`src/rtl/mesi_pkg.sv`:
```
package mesi_pkg;

    typedef enum logic [1:0] {
        ST_I = 2'b00,
        ST_S = 2'b01,
        ST_E = 2'b10,
        ST_M = 2'b11
    } line_state_e;

    typedef enum logic [1:0] {
        OP_READ  = 2'b00,
        OP_WRITE = 2'b01,
        OP_EVICT = 2'b10,
        OP_NOP   = 2'b11
    } cpu_op_e;

    typedef enum logic [1:0] {
        BUS_RD   = 2'b00,
        BUS_RDX  = 2'b01,
        BUS_WB   = 2'b10,
        BUS_NONE = 2'b11
    } bus_cmd_e;

    typedef enum logic [1:0] {
        F_IDLE   = 2'b00,
        F_BUS    = 2'b01,
        F_SAMPLE = 2'b10
    } req_fsm_e;

    typedef struct packed {
        logic shared;
        logic flush;
        logic supply;
    } snoop_rsp_t;

    // State a line takes after another master's transaction
    function automatic line_state_e snoop_next(line_state_e cur, bus_cmd_e cmd);
        line_state_e nxt;
        nxt = cur;
        case (cmd)
            BUS_RD:  nxt = (cur == ST_I) ? ST_I : ST_S;
            BUS_RDX: nxt = ST_I;
            default: nxt = cur;
        endcase
        return nxt;
    endfunction

    // Fill state chosen from the sampled wired-OR shared signal
    function automatic line_state_e fill_state(logic shared);
        return shared ? ST_S : ST_E;
    endfunction

    function automatic logic is_valid(line_state_e st);
        return st != ST_I;
    endfunction

endpackage

```
`src/rtl/mesi_line_array.sv`:
```
module mesi_line_array
    import mesi_pkg::*;
#(
    parameter int IDX_W = 3,
    localparam int NUM_LINES = 1 << IDX_W
) (
    input  logic              clk,
    input  logic              rst,
    input  logic              upd_valid,
    input  logic [IDX_W-1:0]  upd_line,
    input  line_state_e       upd_state,
    input  logic              snp_valid,
    input  bus_cmd_e          snp_cmd,
    input  logic [IDX_W-1:0]  snp_line,
    output line_state_e       cur_state [NUM_LINES],
    output line_state_e       eff_state [NUM_LINES]
);

    line_state_e st_q [NUM_LINES];

    for (genvar g = 0; g < NUM_LINES; g++) begin : g_line
        logic upd_hit;
        logic snp_hit;

        assign upd_hit = upd_valid && (upd_line == IDX_W'(g));
        assign snp_hit = snp_valid && (snp_line == IDX_W'(g));

        // Own update first, then the snoop, in bus order
        always_comb begin
            eff_state[g] = upd_hit ? upd_state : st_q[g];
        end

        always_ff @(posedge clk) begin
            if (rst) begin
                st_q[g] <= ST_I;
            end else if (snp_hit) begin
                st_q[g] <= snoop_next(eff_state[g], snp_cmd);
            end else begin
                st_q[g] <= eff_state[g];
            end
        end

        assign cur_state[g] = st_q[g];


        rdx_invalidates_chk: assert property (@(posedge clk) disable iff (rst)
            (snp_hit && snp_cmd == BUS_RDX) |=> (st_q[g] == ST_I));


        rd_demotes_chk: assert property (@(posedge clk) disable iff (rst)
            (snp_hit && snp_cmd == BUS_RD && eff_state[g] != ST_I) |=> (st_q[g] == ST_S));
    end

endmodule

```
`src/rtl/mesi_snoop_unit.sv`:
```
module mesi_snoop_unit
    import mesi_pkg::*;
#(
    parameter bit SUPPLY_ON_E = 1'b1
) (
    input  logic        clk,
    input  logic        rst,
    input  logic        snp_valid,
    input  bus_cmd_e    snp_cmd,
    input  line_state_e line_eff,
    output logic        shared_out,
    output logic        flush_out,
    output logic        supply_out
);

    snoop_rsp_t rsp_d;
    snoop_rsp_t rsp_q;

    always_comb begin
        rsp_d = '0;
        if (snp_valid) begin
            case (snp_cmd)
                BUS_RD: begin
                    rsp_d.shared = is_valid(line_eff);
                    rsp_d.flush  = (line_eff == ST_M);
                    rsp_d.supply = SUPPLY_ON_E && (line_eff == ST_E);
                end
                BUS_RDX: begin
                    rsp_d.flush  = (line_eff == ST_M);
                end
                default: rsp_d = '0;
            endcase
        end
    end

    // Driven during the cycle after the snooped address phase
    always_ff @(posedge clk) begin
        if (rst) begin
            rsp_q <= '0;
        end else begin
            rsp_q <= rsp_d;
        end
    end

    assign shared_out = rsp_q.shared;
    assign flush_out  = rsp_q.flush;
    assign supply_out = rsp_q.supply;


    shared_after_rd_chk: assert property (@(posedge clk) disable iff (rst)
        shared_out |-> $past(snp_valid && snp_cmd == BUS_RD));


    flush_after_snoop_chk: assert property (@(posedge clk) disable iff (rst)
        flush_out |-> $past(snp_valid && (snp_cmd == BUS_RD || snp_cmd == BUS_RDX)));


    flush_not_supply_chk: assert property (@(posedge clk) disable iff (rst)
        !(flush_out && supply_out));

endmodule

```
`src/rtl/mesi_req_fsm.sv`:
```
module mesi_req_fsm
    import mesi_pkg::*;
#(
    parameter int IDX_W = 3
) (
    input  logic              clk,
    input  logic              rst,
    input  logic              cpu_req_valid,
    input  cpu_op_e           cpu_req_op,
    input  logic [IDX_W-1:0]  cpu_req_line,
    output logic              cpu_ready,
    output logic              cpu_done,
    output logic              cpu_hit,
    output line_state_e       cpu_resp_state,
    output logic [IDX_W-1:0]  line_sel,
    input  line_state_e       line_cur,
    output logic              bus_req_valid,
    output bus_cmd_e          bus_req_cmd,
    output logic [IDX_W-1:0]  bus_req_line,
    input  logic              bus_gnt,
    input  logic              shared_in,
    output logic              upd_valid,
    output logic [IDX_W-1:0]  upd_line,
    output line_state_e       upd_state
);

    req_fsm_e         fsm_q, fsm_d;
    logic [IDX_W-1:0] line_q, line_d;
    bus_cmd_e         cmd_q, cmd_d;
    logic             done_q, done_d;
    logic             hit_q, hit_d;
    line_state_e      resp_q, resp_d;
    logic             wb_stale;

    assign cpu_ready    = (fsm_q == F_IDLE);
    assign line_sel     = (fsm_q == F_IDLE) ? cpu_req_line : line_q;
    assign bus_req_cmd  = cmd_q;
    assign bus_req_line = line_q;
    assign upd_line     = line_sel;

    // A write-back loses its reason once the line is no longer dirty
    assign wb_stale      = (cmd_q == BUS_WB) && (line_cur != ST_M);
    assign bus_req_valid = (fsm_q == F_BUS) && !wb_stale;

    always_comb begin
        fsm_d     = fsm_q;
        line_d    = line_q;
        cmd_d     = cmd_q;
        done_d    = 1'b0;
        hit_d     = 1'b0;
        resp_d    = resp_q;
        upd_valid = 1'b0;
        upd_state = line_cur;
        case (fsm_q)
            F_IDLE: begin
                if (cpu_req_valid) begin
                    line_d = cpu_req_line;
                    case (cpu_req_op)
                        OP_READ: begin
                            if (is_valid(line_cur)) begin
                                done_d = 1'b1;
                                hit_d  = 1'b1;
                                resp_d = line_cur;
                            end else begin
                                cmd_d = BUS_RD;
                                fsm_d = F_BUS;
                            end
                        end
                        OP_WRITE: begin
                            if (line_cur == ST_E || line_cur == ST_M) begin
                                upd_valid = 1'b1;
                                upd_state = ST_M;
                                done_d    = 1'b1;
                                hit_d     = 1'b1;
                                resp_d    = ST_M;
                            end else begin
                                cmd_d = BUS_RDX;
                                fsm_d = F_BUS;
                            end
                        end
                        OP_EVICT: begin
                            if (line_cur == ST_M) begin
                                cmd_d = BUS_WB;
                                fsm_d = F_BUS;
                            end else begin
                                upd_valid = 1'b1;
                                upd_state = ST_I;
                                done_d    = 1'b1;
                                hit_d     = 1'b1;
                                resp_d    = ST_I;
                            end
                        end
                        default: begin
                            done_d = 1'b1;
                            hit_d  = 1'b1;
                            resp_d = line_cur;
                        end
                    endcase
                end
            end
            F_BUS: begin
                if (wb_stale) begin
                    upd_valid = 1'b1;
                    upd_state = ST_I;
                    done_d    = 1'b1;
                    hit_d     = 1'b1;
                    resp_d    = ST_I;
                    fsm_d     = F_IDLE;
                end else if (bus_gnt) begin
                    case (cmd_q)
                        BUS_RD: fsm_d = F_SAMPLE;
                        BUS_RDX: begin
                            upd_valid = 1'b1;
                            upd_state = ST_M;
                            done_d    = 1'b1;
                            resp_d    = ST_M;
                            fsm_d     = F_IDLE;
                        end
                        default: begin
                            upd_valid = 1'b1;
                            upd_state = ST_I;
                            done_d    = 1'b1;
                            resp_d    = ST_I;
                            fsm_d     = F_IDLE;
                        end
                    endcase
                end
            end
            F_SAMPLE: begin
                upd_valid = 1'b1;
                upd_state = fill_state(shared_in);
                done_d    = 1'b1;
                resp_d    = fill_state(shared_in);
                fsm_d     = F_IDLE;
            end
            default: fsm_d = F_IDLE;
        endcase
    end

    always_ff @(posedge clk) begin
        if (rst) begin
            fsm_q  <= F_IDLE;
            line_q <= '0;
            cmd_q  <= BUS_NONE;
            done_q <= 1'b0;
            hit_q  <= 1'b0;
            resp_q <= ST_I;
        end else begin
            fsm_q  <= fsm_d;
            line_q <= line_d;
            cmd_q  <= cmd_d;
            done_q <= done_d;
            hit_q  <= hit_d;
            resp_q <= resp_d;
        end
    end

    assign cpu_done       = done_q;
    assign cpu_hit        = hit_q;
    assign cpu_resp_state = resp_q;


    sample_follows_rd_chk: assert property (@(posedge clk) disable iff (rst)
        (fsm_q == F_SAMPLE) |-> $past(bus_req_valid && bus_gnt && bus_req_cmd == BUS_RD));


    read_hit_chk: assert property (@(posedge clk) disable iff (rst)
        (cpu_ready && cpu_req_valid && cpu_req_op == OP_READ && line_cur != ST_I)
        |=> (cpu_done && cpu_hit && !bus_req_valid && cpu_resp_state == $past(line_cur)));


    silent_upgrade_chk: assert property (@(posedge clk) disable iff (rst)
        (cpu_ready && cpu_req_valid && cpu_req_op == OP_WRITE && line_cur == ST_E)
        |=> (cpu_done && cpu_hit && !bus_req_valid && cpu_resp_state == ST_M));


    rdx_completes_chk: assert property (@(posedge clk) disable iff (rst)
        (bus_req_valid && bus_gnt && bus_req_cmd == BUS_RDX)
        |=> (cpu_done && !cpu_hit && cpu_resp_state == ST_M));

endmodule

```
`src/rtl/mesi_snoop_ctrl.sv`:
```
module mesi_snoop_ctrl
    import mesi_pkg::*;
#(
    parameter int IDX_W       = 3,
    parameter bit SUPPLY_ON_E = 1'b1
) (
    input  logic              clk,
    input  logic              rst,
    input  logic              cpu_req_valid,
    input  logic [1:0]        cpu_req_op,
    input  logic [IDX_W-1:0]  cpu_req_line,
    output logic              cpu_ready,
    output logic              cpu_done,
    output logic              cpu_hit,
    output logic [1:0]        cpu_resp_state,
    output logic              bus_req_valid,
    output logic [1:0]        bus_req_cmd,
    output logic [IDX_W-1:0]  bus_req_line,
    input  logic              bus_gnt,
    input  logic              snp_valid,
    input  logic [1:0]        snp_cmd,
    input  logic [IDX_W-1:0]  snp_line,
    input  logic              shared_in,
    output logic              shared_out,
    output logic              flush_out,
    output logic              supply_out
);

    localparam int NUM_LINES = 1 << IDX_W;

    line_state_e      cur_state [NUM_LINES];
    line_state_e      eff_state [NUM_LINES];
    logic [IDX_W-1:0] line_sel;
    logic             upd_valid;
    logic [IDX_W-1:0] upd_line;
    line_state_e      upd_state;
    line_state_e      resp_state;
    bus_cmd_e         req_cmd;
    bus_cmd_e         snp_cmd_e;

    assign snp_cmd_e = bus_cmd_e'(snp_cmd);

    mesi_req_fsm #(.IDX_W(IDX_W)) u_req (
        .clk            (clk),
        .rst            (rst),
        .cpu_req_valid  (cpu_req_valid),
        .cpu_req_op     (cpu_op_e'(cpu_req_op)),
        .cpu_req_line   (cpu_req_line),
        .cpu_ready      (cpu_ready),
        .cpu_done       (cpu_done),
        .cpu_hit        (cpu_hit),
        .cpu_resp_state (resp_state),
        .line_sel       (line_sel),
        .line_cur       (cur_state[line_sel]),
        .bus_req_valid  (bus_req_valid),
        .bus_req_cmd    (req_cmd),
        .bus_req_line   (bus_req_line),
        .bus_gnt        (bus_gnt),
        .shared_in      (shared_in),
        .upd_valid      (upd_valid),
        .upd_line       (upd_line),
        .upd_state      (upd_state)
    );

    mesi_line_array #(.IDX_W(IDX_W)) u_lines (
        .clk       (clk),
        .rst       (rst),
        .upd_valid (upd_valid),
        .upd_line  (upd_line),
        .upd_state (upd_state),
        .snp_valid (snp_valid),
        .snp_cmd   (snp_cmd_e),
        .snp_line  (snp_line),
        .cur_state (cur_state),
        .eff_state (eff_state)
    );

    mesi_snoop_unit #(.SUPPLY_ON_E(SUPPLY_ON_E)) u_snoop (
        .clk        (clk),
        .rst        (rst),
        .snp_valid  (snp_valid),
        .snp_cmd    (snp_cmd_e),
        .line_eff   (eff_state[snp_line]),
        .shared_out (shared_out),
        .flush_out  (flush_out),
        .supply_out (supply_out)
    );

    assign cpu_resp_state = resp_state;
    assign bus_req_cmd    = req_cmd;

endmodule

```
`config.mk`:
```
export PLATFORM = sky130hd
export DESIGN_NAME = mesi_snoop_ctrl
export DESIGN_NICKNAME = d
export VERILOG_FILES = /design/src/rtl/mesi_pkg.sv /design/src/rtl/mesi_line_array.sv /design/src/rtl/mesi_snoop_unit.sv /design/src/rtl/mesi_req_fsm.sv /design/src/rtl/mesi_snoop_ctrl.sv
export SDC_FILE = /design/constraint.sdc
export NUM_CORES = 1
export LEC_CHECK = 0
export ABC_AREA = 1
export CAP_MARGIN = 20
export CELL_PAD_IN_SITES_DETAIL_PLACEMENT = 0
export CELL_PAD_IN_SITES_GLOBAL_PLACEMENT = 1
export CORE_ASPECT_RATIO = 1.1
export CORE_MARGIN = 2
export CORE_UTILIZATION = 45
export CTS_CLUSTER_SIZE = 20
export DETAILED_ROUTE_END_ITERATION = 6
export DONT_BUFFER_PORTS = 1
export PLACE_DENSITY = 0.91
export SYNTH_ARGS = -nofsm -noshare
export SYNTH_HDL_FRONTEND = slang
export SYNTH_SLANG_ARGS = --single-unit
```
`constraint.sdc`:
```
create_clock -name clk -period 5 [get_ports clk]
set_input_delay 1.5 -clock clk [delete_from_list [all_inputs] [get_ports clk]]
set_output_delay 1.5 -clock clk [all_outputs]
set_load 0.02 [all_outputs]
```
==> After elaboration in Yosys (flattened, before gate mapping) <==
Memory sizes are Yosys's and may differ from the RTL's.
Cells that the tools add are included.
{ "word_totals": {"inputBits": 16, "ramBits": 16, "ff_bits": 14, "word_cells": 274, "output_inout_bits": 14, "memories": 1} }
{ "memory_table": {"columns": ["memory", "words", "width", "read_ports", "rd_clocked_by_memory_dff", "wr", "line_no", "rtl"], "rows": [
  ["u_lines.st_q", 8, 2, 8, 0, 8, "mesi_line_array.sv:19", "line_state_e st_q [NUM_LINES];"]
]} }
{ "op_classes": {"reduce_logical": 45, "n_lt_le_gt_ge": 2, "muxes": 157, "n_eq_ne": 39, "bitwise_logic": 21} }
{ "ops": {"columns": ["operator", "n"], "rows": [
  ["$mux W2", 65],
  ["$mux W1", 67],
  ["$pmux W2 S2", 12],
  ["$pmux W2 S3", 5],
  ["$eq A3 B3 Y1 const B", 8],
  ["$logic_not A2 Y1", 12],
  ["$logic_and A1 B1 Y1", 18],
  ["$or A1 B1 Y1", 16],
  ["$ne A3 B2 Y1 const B", 5],
  ["$eq A2 B2 Y1 const B", 7],
  ["$bmux W2 S3", 2],
  ["$eq A3 B2 Y1 const B", 4],
  ["$reduce_and A6 Y1", 2],
  ["$ne A3 B3 Y1 const B", 3],
  ["$pmux W1 S3", 3],
  ["$eq A2 B1 Y1 const B", 4],
  ["$ge A4 B4 Y1 const B", 2],
  ["$ne A2 B2 Y1 const B", 4],
  ["$not A3 Y4", 2],
  ["$reduce_and A7 Y1", 1],
  ["$eq A3 B1 Y1 const B", 2],
  ["$logic_not A3 Y1", 2],
  ["$reduce_bool A3 Y1", 2],
  ["$reduce_or A3 Y1", 2],
  ["10 further kinds", 14]
]} }

==> Logic depth before layout (Yosys ltp) <==
Gate-level depths: netlist of run 1.
{ "depth": {"depth_word": 21, "mapped_depth": 26, "mapped_depth_nobuf": 26} }

==> Hierarchy <==
From an unflattened synthesis of run 1, not the netlist that was laid out.
{ "hier_totals": {"cells_unflattened": 476, "hier_area_um2": 2829.0} }
{ "modules_own_cells": {"columns": ["mod", "area_per_inst_um2", "instances", "seq_area_each_um2", "cells_each"], "rows": [
  ["mesi_line_array", 1271.2, 1, 480.5, 184],
  ["mesi_req_fsm", 988.4, 1, 220.2, 168],
  ["mesi_snoop_ctrl", 457.9, 1, 0.0, 108],
  ["mesi_snoop_unit", 111.4, 1, 60.1, 16]
]} }

==> Worst setup path before layout of run 1 <==
Ideal clock, no wire load.
{ "synth_timing": {"path_type": "in2out", "from": "in cpu_req_line[0]", "to": "out bus_req_valid", "path_stages": 12, "arrival_time_ps": 2364, "t_required_ps": 3500, "path_slack_ps": 1136, "n_path_buf": 0, "cell_sequence": "inv_1 > nand2_1 > nand2_2 > nand2_1 > nand2_1 > nand2_1 > nand3_1 > nand2_2 > nand2_2 > nand2_1 > nand2_1 > inv_1"} }
{ "synth_between": {"elab_chain_cells": 9} }
{ "synth_lines": {"columns": ["item", "line_no", "rtl"], "rows": [
  ["from (decl)", "mesi_snoop_ctrl.sv:11", "input logic [IDX_W-1:0] cpu_req_line,"],
  ["$mux W3", "mesi_req_fsm.sv:36", "assign line_sel = (fsm_q == F_IDLE) ? cpu_req_line : line_q;"],
  ["$not A3 Y4 (not written as such)", "mesi_snoop_ctrl.sv:54", ".line_cur (cur_state[line_sel]),"],
  ["$bmux W2 S3", "mesi_snoop_ctrl.sv:54", null],
  ["$mux W2 (not written as such) (2 in a row)", "mesi_snoop_ctrl.sv:54", null],
  ["$ne A2 B2 Y1", "mesi_req_fsm.sv:42", "assign wb_stale = (cmd_q == BUS_WB) && (line_cur != ST_M);"],
  ["$logic_and A1 B1 Y1", "mesi_req_fsm.sv:42", null],
  ["$logic_not A1 Y1", "mesi_req_fsm.sv:43", "assign bus_req_valid = (fsm_q == F_BUS) && !wb_stale;"],
  ["$logic_and A1 B1 Y1", "mesi_req_fsm.sv:43", null],
  ["to (decl)", "mesi_snoop_ctrl.sv:16", "output logic bus_req_valid,"]
]} }
Every way passes these cells. The select of a mux whose other input is x is not followed.

==> Worst setup path in the final report of run 1 <==
{ "layout_timing": {"from": "reg u_req.fsm_q[1]", "to": "out bus_req_valid"} }
{ "layout_between": {"elab_chain_cells": 10, "word_cells_on_any_way": 11, "classes_between": "eq/ne (2); mux (4); bitwise (1); reduce/logical (4)"} }
{ "layout_lines": {"columns": ["item", "line_no", "rtl"], "rows": [
  ["from (decl)", "mesi_req_fsm.sv:27", "req_fsm_e fsm_q, fsm_d;"],
  ["from (signal assigned)", "mesi_req_fsm.sv:149", "fsm_q <= fsm_d;"],
  ["$logic_not A2 Y1", null, null],
  ["via cpu_ready", "mesi_snoop_ctrl.sv:12", "output logic cpu_ready,"],
  ["$mux W3", "mesi_req_fsm.sv:36", null],
  ["$not A3 Y4 (not written as such)", "mesi_snoop_ctrl.sv:54", null],
  ["$bmux W2 S3", "mesi_snoop_ctrl.sv:54", null],
  ["$mux W2 (not written as such) (2 in a row)", "mesi_snoop_ctrl.sv:54", null],
  ["$ne A2 B2 Y1", "mesi_req_fsm.sv:42", null],
  ["$logic_and A1 B1 Y1", "mesi_req_fsm.sv:42", null],
  ["$logic_not A1 Y1", "mesi_req_fsm.sv:43", null],
  ["$logic_and A1 B1 Y1", "mesi_req_fsm.sv:43", null]
]} }
The timed path passes the listed nets, and every way through them passes these cells. The select of a mux whose other input is x is not followed.

==> results of run 1 <==
==> stage by stage <==
step	std cells	setup slack [ps]	utilization, %	power [mW]	instance area (sq um)
floorplan	439	1140	-	1.11	2660
global placement	510	957	48.1	1.29	2720
detailed placement	510	944	48.1	1.30	2720
CTS	518	653	50.0	1.55	2830
global route	518	405	50.0	1.69	2830
finish	518	639	50.0	1.55	2830
==> flip-flops by register name (all words and copies together), names as in the netlist <==
| signal | flops |
|---|---|
| u_req.bus_req_line | 3 |
| u_snoop.shared_out | 1 |
| u_req.bus_req_cmd | 2 |
| u_req.fsm_q | 2 |
| u_req.cpu_hit | 1 |
| u_lines.st_q | 16 |
| u_snoop.supply_out | 1 |
| u_snoop.flush_out | 1 |
| u_req.cpu_resp_state | 2 |
| u_req.cpu_done | 1 |
==> report_power, final <==
group          switching (mW)  total (mW)  internal (mW)  leakage [nW]
logic                   0.671       0.929          0.259          1.06
registers              0.0562       0.369          0.312         0.279
clock network           0.103       0.250          0.147        0.0579
==> layer usage <==
layer  vias to the layer above  routed length (um)
met5                         -                   0
met4                         0                 312
met3                        25                 413
met2                        79                3650
met1                      1181                2800
li1                       1371                   -
==> area by class of cell <==
class                           instances  area, sq um
Clock inverter                          3         40.0
Tap cell                               77         96.3
Multi-Input combinational cell        333         1600
Sequential cell                        30          761
Fill cell                             644         2830
Inverter                               70          263
Clock buffer                            5         68.8
==> path summary, 6_finish.rpt <==
| path | endpoint | slack, ps | depth (start not counted) | start |
|---|---|---|---|---|
| setup reg to reg | u_snoop.supply_out | 1410 | 21 | u_req.fsm_q[1] |
| setup / recovery | bus_req_valid | 640 | 14 | u_req.fsm_q[1] |
| hold reg to reg | u_req.cpu_resp_state[0] | 550 | 2 | u_req.cpu_resp_state[0] |
| hold / removal | u_req.cpu_resp_state[0] | 550 | 2 | u_req.cpu_resp_state[0] |
==> tightest hold or removal path, stage by stage, from the launching register on <==
cell	delay [ps]
dfxtp_1	370
inv_1	70
a21oi_1	50
==> cells by family (layout without fill, tap and decap cells) <==
group	Yosys count	after routing	share of synthesized area (%)
fa+ha+maj	8	8	3.85
flops	30	30	29.3
simple gates	269	269	45.9
other cells	1	16	0.144
compound gates	40	40	9.53
buf+inv	76	78	11.3
==> synth_stat cells <==
library cell	n	area, sq um
clkbuf_1	5	18.8
nand3_1	56	280
buf_6	1	11.3
dfxtp_1	14	280
edfxtp_1	16	480
nor2_4	2	22.5
nor2_1	43	161
a21oi_1	20	100
a211oi_1	3	22.5
nor2_2	3	18.8
a32oi_1	2	17.5
nor3_1	19	95.1
nand2_2	10	62.6
a31oi_1	1	6.26
nand2_1	127	477
inv_1	64	240
nand2_4	4	45.0
conb_1	1	3.75
o31ai_1	1	7.51
o21a_1	1	7.51
o21ai_1	1	5.00
o21ai_0	8	40.0
o21ai_4	2	32.5
inv_2	6	22.5
a221oi_1	1	8.76
nand4_1	5	31.3
ha_1	8	100
==> results.sh, run 1 <==
export IMPL_drive_gt1_share_pct=7.94
export IMPL_cts_max_level=2
export IMPL_wl_per_cell_um=13.9
export IMPL_nets=464
export IMPL_cts_resized=0
export IMPL_setup_tns_ps=0
export IMPL_diodes=0
export IMPL_worst_path_most_repeated_cell="nand2_1"
export IMPL_drtIter0Drc=140
export IMPL_mostFrequentLayoutCells="127 x nand2_1, 64 x inv_1, 56 x nand3_1"
export IMPL_crit_family="simple AND/OR/NAND/NOR gates"
export IMPL_grtUsageMet1_pct=25.4
export IMPL_grt_use_met3_pct=4.65
export IMPL_die_area_sq_um=6400
export IMPL_fin_skew_ps=8.05
export IMPL_gr_total_overflow=0
export IMPL_synthCells=424
export IMPL_track_usage_pct=23.5
export IMPL_cp_required_ps=3500
export IMPL_cp_slowest_stage_delay_ps=690
export IMPL_vias=2656
export IMPL_clk_latency_ps=290
export IMPL_crit_fanout=12
export IMPL_status="completed"
export IMPL_p_leak_nw=1.40
export IMPL_rsz0062_at_grt="false"
export IMPL_hp_class="reg2reg"
export IMPL_tightestPinTransition_ps=806
export IMPL_final_common_cell="nand2_1"
export IMPL_ctsHoldBuffers=0
export IMPL_grt_pass1_vias=2569
export IMPL_ir_drop_uv=265
export IMPL_setup_violations=0
export IMPL_hpwl_um=5730
export IMPL_cp_cell_sequence="inv_1 -> ha_1 -> inv_1 -> nand2_2 -> nand2_4 -> nand2_1 -> nand2_1 -> nand2_1 -> nand3_1 -> nand2_1 -> nand2_2 -> nand2_1 -> nand2_1 -> inv_1"
export IMPL_core_sq_um=5660
export IMPL_max_freq_ghz=0.229
export IMPL_critPathCaptureType="output port"
export IMPL_drcViolationCount=0
export IMPL_start_kind="flop"
export IMPL_worstPathArrival_ps=2860
export IMPL_gp_congestion=0.952
export IMPL_crit_buf_inv=3
export IMPL_ant_nets=0
export IMPL_grt_max_degree=19
export IMPL_area_growth_synth_to_final_pct=8.91
export IMPL_path_clk_slew_ps=70
export IMPL_core_rowCount=29
export IMPL_clock_tree_root_cell="clkbuf_8"
export IMPL_grt_util_met2_pct=42.7
export IMPL_synth_area_sq_um=2600
export IMPL_antenna_found_initial=0
export IMPL_port_buffers=0
export IMPL_top_level_ports=30
export IMPL_cts_tree="done"
export IMPL_slew_headroom_pct=46.3
export IMPL_synth_cell_types=27
export IMPL_powerDensity_nw_per_um2=547
export IMPL_slew_violations=0
export IMPL_fin_crit_sh_pct=87.2
export IMPL_path_class="reg2out"
export IMPL_start_util_pct=45.9
export IMPL_cts_sinks=30
export IMPL_cts_buffer_depth=2
export IMPL_die_h_um=83.7
export IMPL_fin_hold_ws_ps=546
export IMPL_post_cts_buffers=0
export IMPL_drt_total_wl_um=7180
export IMPL_grt_busiest_layer="met2"
export IMPL_ys_warn_count=0
export IMPL_viasPerCell=5.13
export IMPL_grt_pass1_wl_um=11800
export IMPL_hold_violations=0
export IMPL_cts_buffers=5
export IMPL_dieWidth_um=76.5
export IMPL_firstDrtPassIters=4
export IMPL_postSynthAreaPerCell_sq_um=6.13
export IMPL_finalCriticalPeriod_ps=4360
export IMPL_maxCapViolations=0
export IMPL_yosysSeqAreaShare_pct=29.3
export IMPL_crit_slowest_cell="ha_1"
export IMPL_ys_ff_latch=30
Power figures use the tool's default switching activity.
==> run 2, diff against run 1 <==
Clock period 5 ns to 5.35 ns, I/O delays scaled along.
==> run 2 against run 1 <==
  * Core utilization shrank 0.42 points
  * Sequential share of layout area grew 0.23 points
  * Non-clock buffer count is the same
  * Critical path depth is the same
  * Largest power group unchanged
  * Critical path type unchanged
  * Largest cell class unchanged
  * Cell count is the same
==> results.sh, run 2 (same netlist as run 1, synthesis figures left out) <==
export IMPL_ctsHoldBuffers=0
export IMPL_vias=2664
export IMPL_cp_cell_sequence="inv_1 -> ha_1 -> inv_1 -> nand2_2 -> nand2_4 -> nand2_1 -> nand2_1 -> nand2_1 -> nand3_1 -> nand2_1 -> nand2_2 -> nand2_1 -> nand2_1 -> inv_1"
export IMPL_status="completed"
export IMPL_path_clk_slew_ps=70
export IMPL_cts_tree="done"
export IMPL_seq_power_share_pct=24.7
export IMPL_gr_total_overflow=0
export IMPL_dpl_instance_area_sq_um=2720
export IMPL_cp_startpoint="u_req.fsm_q[1]"
export IMPL_viasPerCell=5.14
export IMPL_cts_max_level=2
export IMPL_hold_violations=0
export IMPL_p_leak_nw=1.38
export IMPL_antenna_found_initial=0
export IMPL_r2r_slack_ps=1780
export IMPL_cp_required_ps=3740
export IMPL_wl_met3_um=383
export IMPL_final_design_area_no_fill_sq_um=2810
export IMPL_crit_slowest_cell="ha_1"
export IMPL_worst_path_most_repeated_cell="nand2_1"
export IMPL_nets=464
export IMPL_final_common_cell="nand2_1"
export IMPL_top_register="u_lines.st_q"
export IMPL_largest_reg_flops=16
export IMPL_die_h_um=83.7
export IMPL_port_buffers=0
export IMPL_nFillCells=622
export IMPL_core_rowCount=29
export IMPL_wl_met1_um=2870
export IMPL_ant_nets=0
export IMPL_drive_gt1_share_pct=7.71
export IMPL_dr_wl_met2_um=3640
export IMPL_drtIter0Drc=110
export IMPL_clk_latency_ps=290
export IMPL_pwr_share_comb_pct=62.3
export IMPL_track_usage_pct=23.2
export IMPL_p_int_uw=623
export IMPL_worst_r2r_path_depth=21
export IMPL_die_area_sq_um=6400
export IMPL_clkPwrFrac_pct=13.1
export IMPL_register_area_sq_um=761
export IMPL_top_level_ports=30
export IMPL_setup_violations=0
export IMPL_start_kind="flop"
export IMPL_post_cts_buffers=0
export IMPL_grt_pass1_wl_um=11800
export IMPL_r2r_end="u_snoop.flush_out"
export IMPL_gp_congestion=0.940
export IMPL_crit_fanout=12
export IMPL_dieWidth_um=76.5
export IMPL_crit_path_end="bus_req_valid"
export IMPL_cts_buffer_depth=2
export IMPL_grt_max_degree=19
export IMPL_hpwl_um=5680
export IMPL_regToRegStartpoint="u_req.fsm_q[1]"
export IMPL_mostFrequentLayoutCells="127 x nand2_1, 64 x inv_1, 56 x nand3_1"
export IMPL_top_layer="met4"
export IMPL_slew_violations=0
export IMPL_rsz0062_at_grt="false"
export IMPL_ir_drop_uv=216
export IMPL_finalCriticalPeriod_ps=4460
export IMPL_firstDrtPassIters=4
export IMPL_core_sq_um=5660
export IMPL_switching_share_pct=55.4
export IMPL_hp_class="reg2reg"
export IMPL_drt_total_wl_um=7130
export IMPL_max_freq_ghz=0.224
export IMPL_cts_resized=0
export IMPL_multi_input_area_sq_um=1600
export IMPL_fin_crit_sh_pct=83.4
export IMPL_drcViolationCount=0
export IMPL_start_util_pct=45.9
export IMPL_p_switching_uw=773
export IMPL_area_growth_synth_to_final_pct=7.99
export IMPL_grt_pass1_vias=2538
export IMPL_cts_sinks=30
export IMPL_cts_buffers=5
export IMPL_powerDensity_nw_per_um2=497
export IMPL_worstPathArrival_ps=2860
export IMPL_tightestPinTransition_ps=790
export IMPL_clock_tree_root_cell="clkbuf_8"
export IMPL_path_class="reg2out"
export IMPL_critPathCaptureType="output port"
export IMPL_cp_slowest_stage_delay_ps=680
export IMPL_setup_tns_ps=0
export IMPL_wl_per_cell_um=13.8
export IMPL_diodes=0
export IMPL_slew_headroom_pct=47.3
export IMPL_maxCapViolations=0
export IMPL_fin_skew_ps=11.6
-- run 2: cell count changes in the layout (fill, tap and decap cells not counted) --
cell	previous run	this run
bufinv_16	1	0
clkinvlp_4	0	1
clkinv_2	2	1
clkinv_1	0	1
-- run 2: power by group through the flow --
| stage | logic, mW | registers (mW) | clock network, mW |
|---|---|---|---|
| 6_report | 0.869 | 0.344 | 0.183 |
| 5_1_grt | 0.976 | 0.351 | 0.199 |
| 4_1_cts | 0.861 | 0.346 | 0.190 |
| 3_5_place_dp | 0.856 | 0.351 | 0 |
| 3_3_place_gp | 0.858 | 0.349 | 0 |
| 2_1_floorplan | 0.690 | 0.342 | 0 |
-- run 2: worst max-delay path: cells and delay by family (launching register included) --
family / cells / cell delay (ps)
adder cells (fa/ha/maj): 1 / 680
buffers and inverters: 3 / 550
flip-flops: 1 / 340
AND/OR/NAND/NOR: 10 / 990
-- run 2: how the worst min path moves through the flow --
stage / slack, ps / cells past startpoint / from / to
after floorplan: 490 / 2 / u_req.fsm_q[1] / u_req.fsm_q[1]
after global placement: 530 / 2 / u_req.fsm_q[1] / u_req.fsm_q[1]
after detailed placement: 540 / 2 / u_req.fsm_q[0] / u_req.fsm_q[0]
after CTS: 550 / 2 / u_req.fsm_q[0] / u_req.fsm_q[0]
after global routing: 580 / 2 / u_req.fsm_q[0] / u_req.fsm_q[0]
final: 550 / 2 / u_req.cpu_resp_state[0] / u_req.cpu_resp_state[0]
-- run 2: through the flow --
stage	hold slack (ps)	worst slack [ps]	power, mW	util [%]	instances
finish	550	887	1.40	49.6	518
global route	579	658	1.53	49.6	518
CTS	552	910	1.40	49.6	518
detailed placement	540	1110	1.21	48.1	510
global placement	526	1140	1.21	48.1	510
floorplan	490	1280	1.03	-	439
-- run 2: layout make-up --
| cell class | count | share of cell area, % |
|---|---|---|
| Clock buffer | 5 | 2.45 |
| Clock inverter | 3 | 0.580 |
| Inverter | 70 | 9.36 |
| Multi-Input combinational cell | 333 | 57.1 |
| Sequential cell | 30 | 27.1 |
| Tap cell | 77 | 3.43 |
-- run 2: per-layer routing --
layer | vias to the layer above | global-route usage, %
li1 | 1369 | -
met4 | 0 | 11.9
met5 | - | 0
met2 | 80 | 41.1
met1 | 1194 | 26.1
met3 | 21 | 4.87
==> run 3, diff against run 2 <==
Clock period 5.35 ns to 4.6 ns, I/O delays scaled along.
==> run 3 against run 2 <==
  * Die area is the same
  * Critical path depth unchanged
  * Largest power group unchanged
  * Sequential power is 17% higher
  * Largest cell class unchanged
  * Clock power grew 13%
  * Via count increased by 2.3%
  * Flip-flop and latch count is the same
  * Global-route usage grew 1.0 points
  * Register-to-register slack lost 680 ps
  * Count of clock-buffer cells in the layout unchanged
  * Total power increased by 16%
==> results.sh, run 3 (same netlist as run 1, synthesis figures left out) <==
export IMPL_status="completed"
export IMPL_powerDensity_nw_per_um2=578
export IMPL_ctsHoldBuffers=0
export IMPL_worst_path_most_repeated_cell="nand2_1"
export IMPL_path_clk_slew_ps=70
export IMPL_wl_per_cell_um=14.2
export IMPL_path_class="reg2out"
export IMPL_grt_pass1_vias=2630
export IMPL_core_rowCount=29
export IMPL_utilization_pct=49.5
export IMPL_p_int_uw=722
export IMPL_rsz0062_at_grt="false"
export IMPL_maxCapViolations=0
export IMPL_ant_nets=0
export IMPL_viasPerCell=5.26
export IMPL_drcViolationCount=0
export IMPL_crit_fanout=12
export IMPL_critPathCaptureType="output port"
export IMPL_max_freq_ghz=0.241
export IMPL_gp_congestion=0.983
export IMPL_pwr_share_comb_pct=62.5
export IMPL_port_buffers=0
export IMPL_track_usage_pct=24.2
export IMPL_clkPwrFrac_pct=12.8
export IMPL_crit_slowest_cell="ha_1"
export IMPL_fin_skew_ps=8.06
export IMPL_p_switching_uw=899
export IMPL_tightestPinTransition_ps=771
export IMPL_clk_latency_ps=290
export IMPL_die_h_um=83.7
export IMPL_area_growth_synth_to_final_pct=7.80
export IMPL_core_sq_um=5660
export IMPL_final_common_cell="nand2_1"
export IMPL_start_util_pct=45.9
export IMPL_drtIter0Drc=112
export IMPL_setup_violations=0
export IMPL_cp_required_ps=3220
export IMPL_top_layer="met4"
export IMPL_vias=2725
export IMPL_hp_class="reg2reg"
export IMPL_hold_violations=0
export IMPL_cts_buffers=5
export IMPL_setup_tns_ps=0
export IMPL_cts_resized=0
export IMPL_worstPathArrival_ps=2760
export IMPL_cts_max_level=2
export IMPL_grt_pass1_wl_um=12200
export IMPL_fin_crit_sh_pct=90.1
export IMPL_die_area_sq_um=6400
export IMPL_top_register="u_lines.st_q"
export IMPL_drt_total_wl_um=7340
export IMPL_clock_tree_root_cell="clkbuf_8"
export IMPL_cp_slowest_stage_delay_ps=670
export IMPL_cts_buffer_depth=2
export IMPL_finalCriticalPeriod_ps=4140
export IMPL_cts_sinks=30
export IMPL_wl_met3_um=364
export IMPL_antenna_found_initial=0
export IMPL_switching_share_pct=55.5
export IMPL_slew_violations=0
export IMPL_fin_hold_ws_ps=549
export IMPL_diodes=0
export IMPL_ir_drop_uv=251
export IMPL_top_level_ports=30
export IMPL_dr_wl_met2_um=3690
export IMPL_slew_headroom_pct=48.6
export IMPL_largest_reg_flops=16
export IMPL_grt_max_degree=19
export IMPL_cts_tree="done"
export IMPL_drive_gt1_share_pct=7.26
export IMPL_post_cts_buffers=0
export IMPL_p_leak_nw=1.38
export IMPL_firstDrtPassIters=5
export IMPL_nets=464
export IMPL_seq_power_share_pct=24.7
export IMPL_wl_met1_um=3020
export IMPL_dieWidth_um=76.5
export IMPL_mostFrequentLayoutCells="127 x nand2_1, 64 x inv_1, 56 x nand3_1"
export IMPL_hpwl_um=5690
export IMPL_gr_total_overflow=0
export IMPL_cp_cell_sequence="inv_1 -> ha_1 -> inv_1 -> nand2_2 -> nand2_4 -> nand2_1 -> nand2_1 -> nand2_1 -> nand3_1 -> nand2_1 -> nand2_2 -> nand2_1 -> nand2_1 -> inv_1"
export IMPL_nFillCells=638
export IMPL_start_kind="flop"
[run 3: changes by cell type in the layout (fill, tap and decap cells not counted), sizes merged]
cell | previous run | this run
clkinvlp | 1 | 0
clkinv | 2 | 3
[run 3: worst paths after layout]
kind                      startpoint                 endpoint  slack, ps  cells after the start
max                   u_req.fsm_q[1]            bus_req_valid        460                     14
min          u_req.cpu_resp_state[1]  u_req.cpu_resp_state[1]        550                      2
max reg2reg           u_req.fsm_q[1]       u_snoop.shared_out       1100                     21
min reg2reg  u_req.cpu_resp_state[1]  u_req.cpu_resp_state[1]        550                      2
[run 3: per-layer routing]
layer  track usage, %  vias up
met3             4.98       20
met1             27.0     1239
li1                 -     1377
met4             12.9        0
met2             43.1       89
met5                0        -
[run 3: worst max-delay path: cells and delay by family, from the launching register on]
kind | cells | cell delay, ps
AND/OR/NAND/NOR | 10 | 960
adder cells (fa/ha/maj) | 1 | 670
buffers and inverters | 3 | 500
flip-flops | 1 | 330
[run 3: power groups by stage]
| stage | combinational, mW | clock [mW] | sequential, mW |
|---|---|---|---|
| finish | 1.01 | 0.207 | 0.401 |
| global route | 1.15 | 0.220 | 0.408 |
| CTS | 1.01 | 0.213 | 0.401 |
| detailed placement | 1.00 | 0 | 0.408 |
| global placement | 1.00 | 0 | 0.405 |
| floorplan | 0.803 | 0 | 0.398 |
[run 3: metrics by stage]
stage | area [sq um] | setup WS [ps] | cells | total power [mW]
global route | 2800 | 184 | 518 | 1.78
floorplan | 2660 | 976 | 439 | 1.20
detailed placement | 2720 | 763 | 510 | 1.41
finish | 2800 | 457 | 518 | 1.62
global placement | 2720 | 785 | 510 | 1.41
CTS | 2800 | 467 | 518 | 1.62
[run 3: cell type report]
| class | instances | area (sq um) | area share [%] |
|---|---|---|---|
| multi-input combinational | 333 | 1600 | 57.2 |
| sequential | 30 | 761 | 27.2 |
| inverter | 70 | 263 | 9.38 |
| tap | 77 | 96.3 | 3.44 |
| clock buffer | 5 | 68.8 | 2.46 |
| clock inverter | 3 | 11.3 | 0.402 |
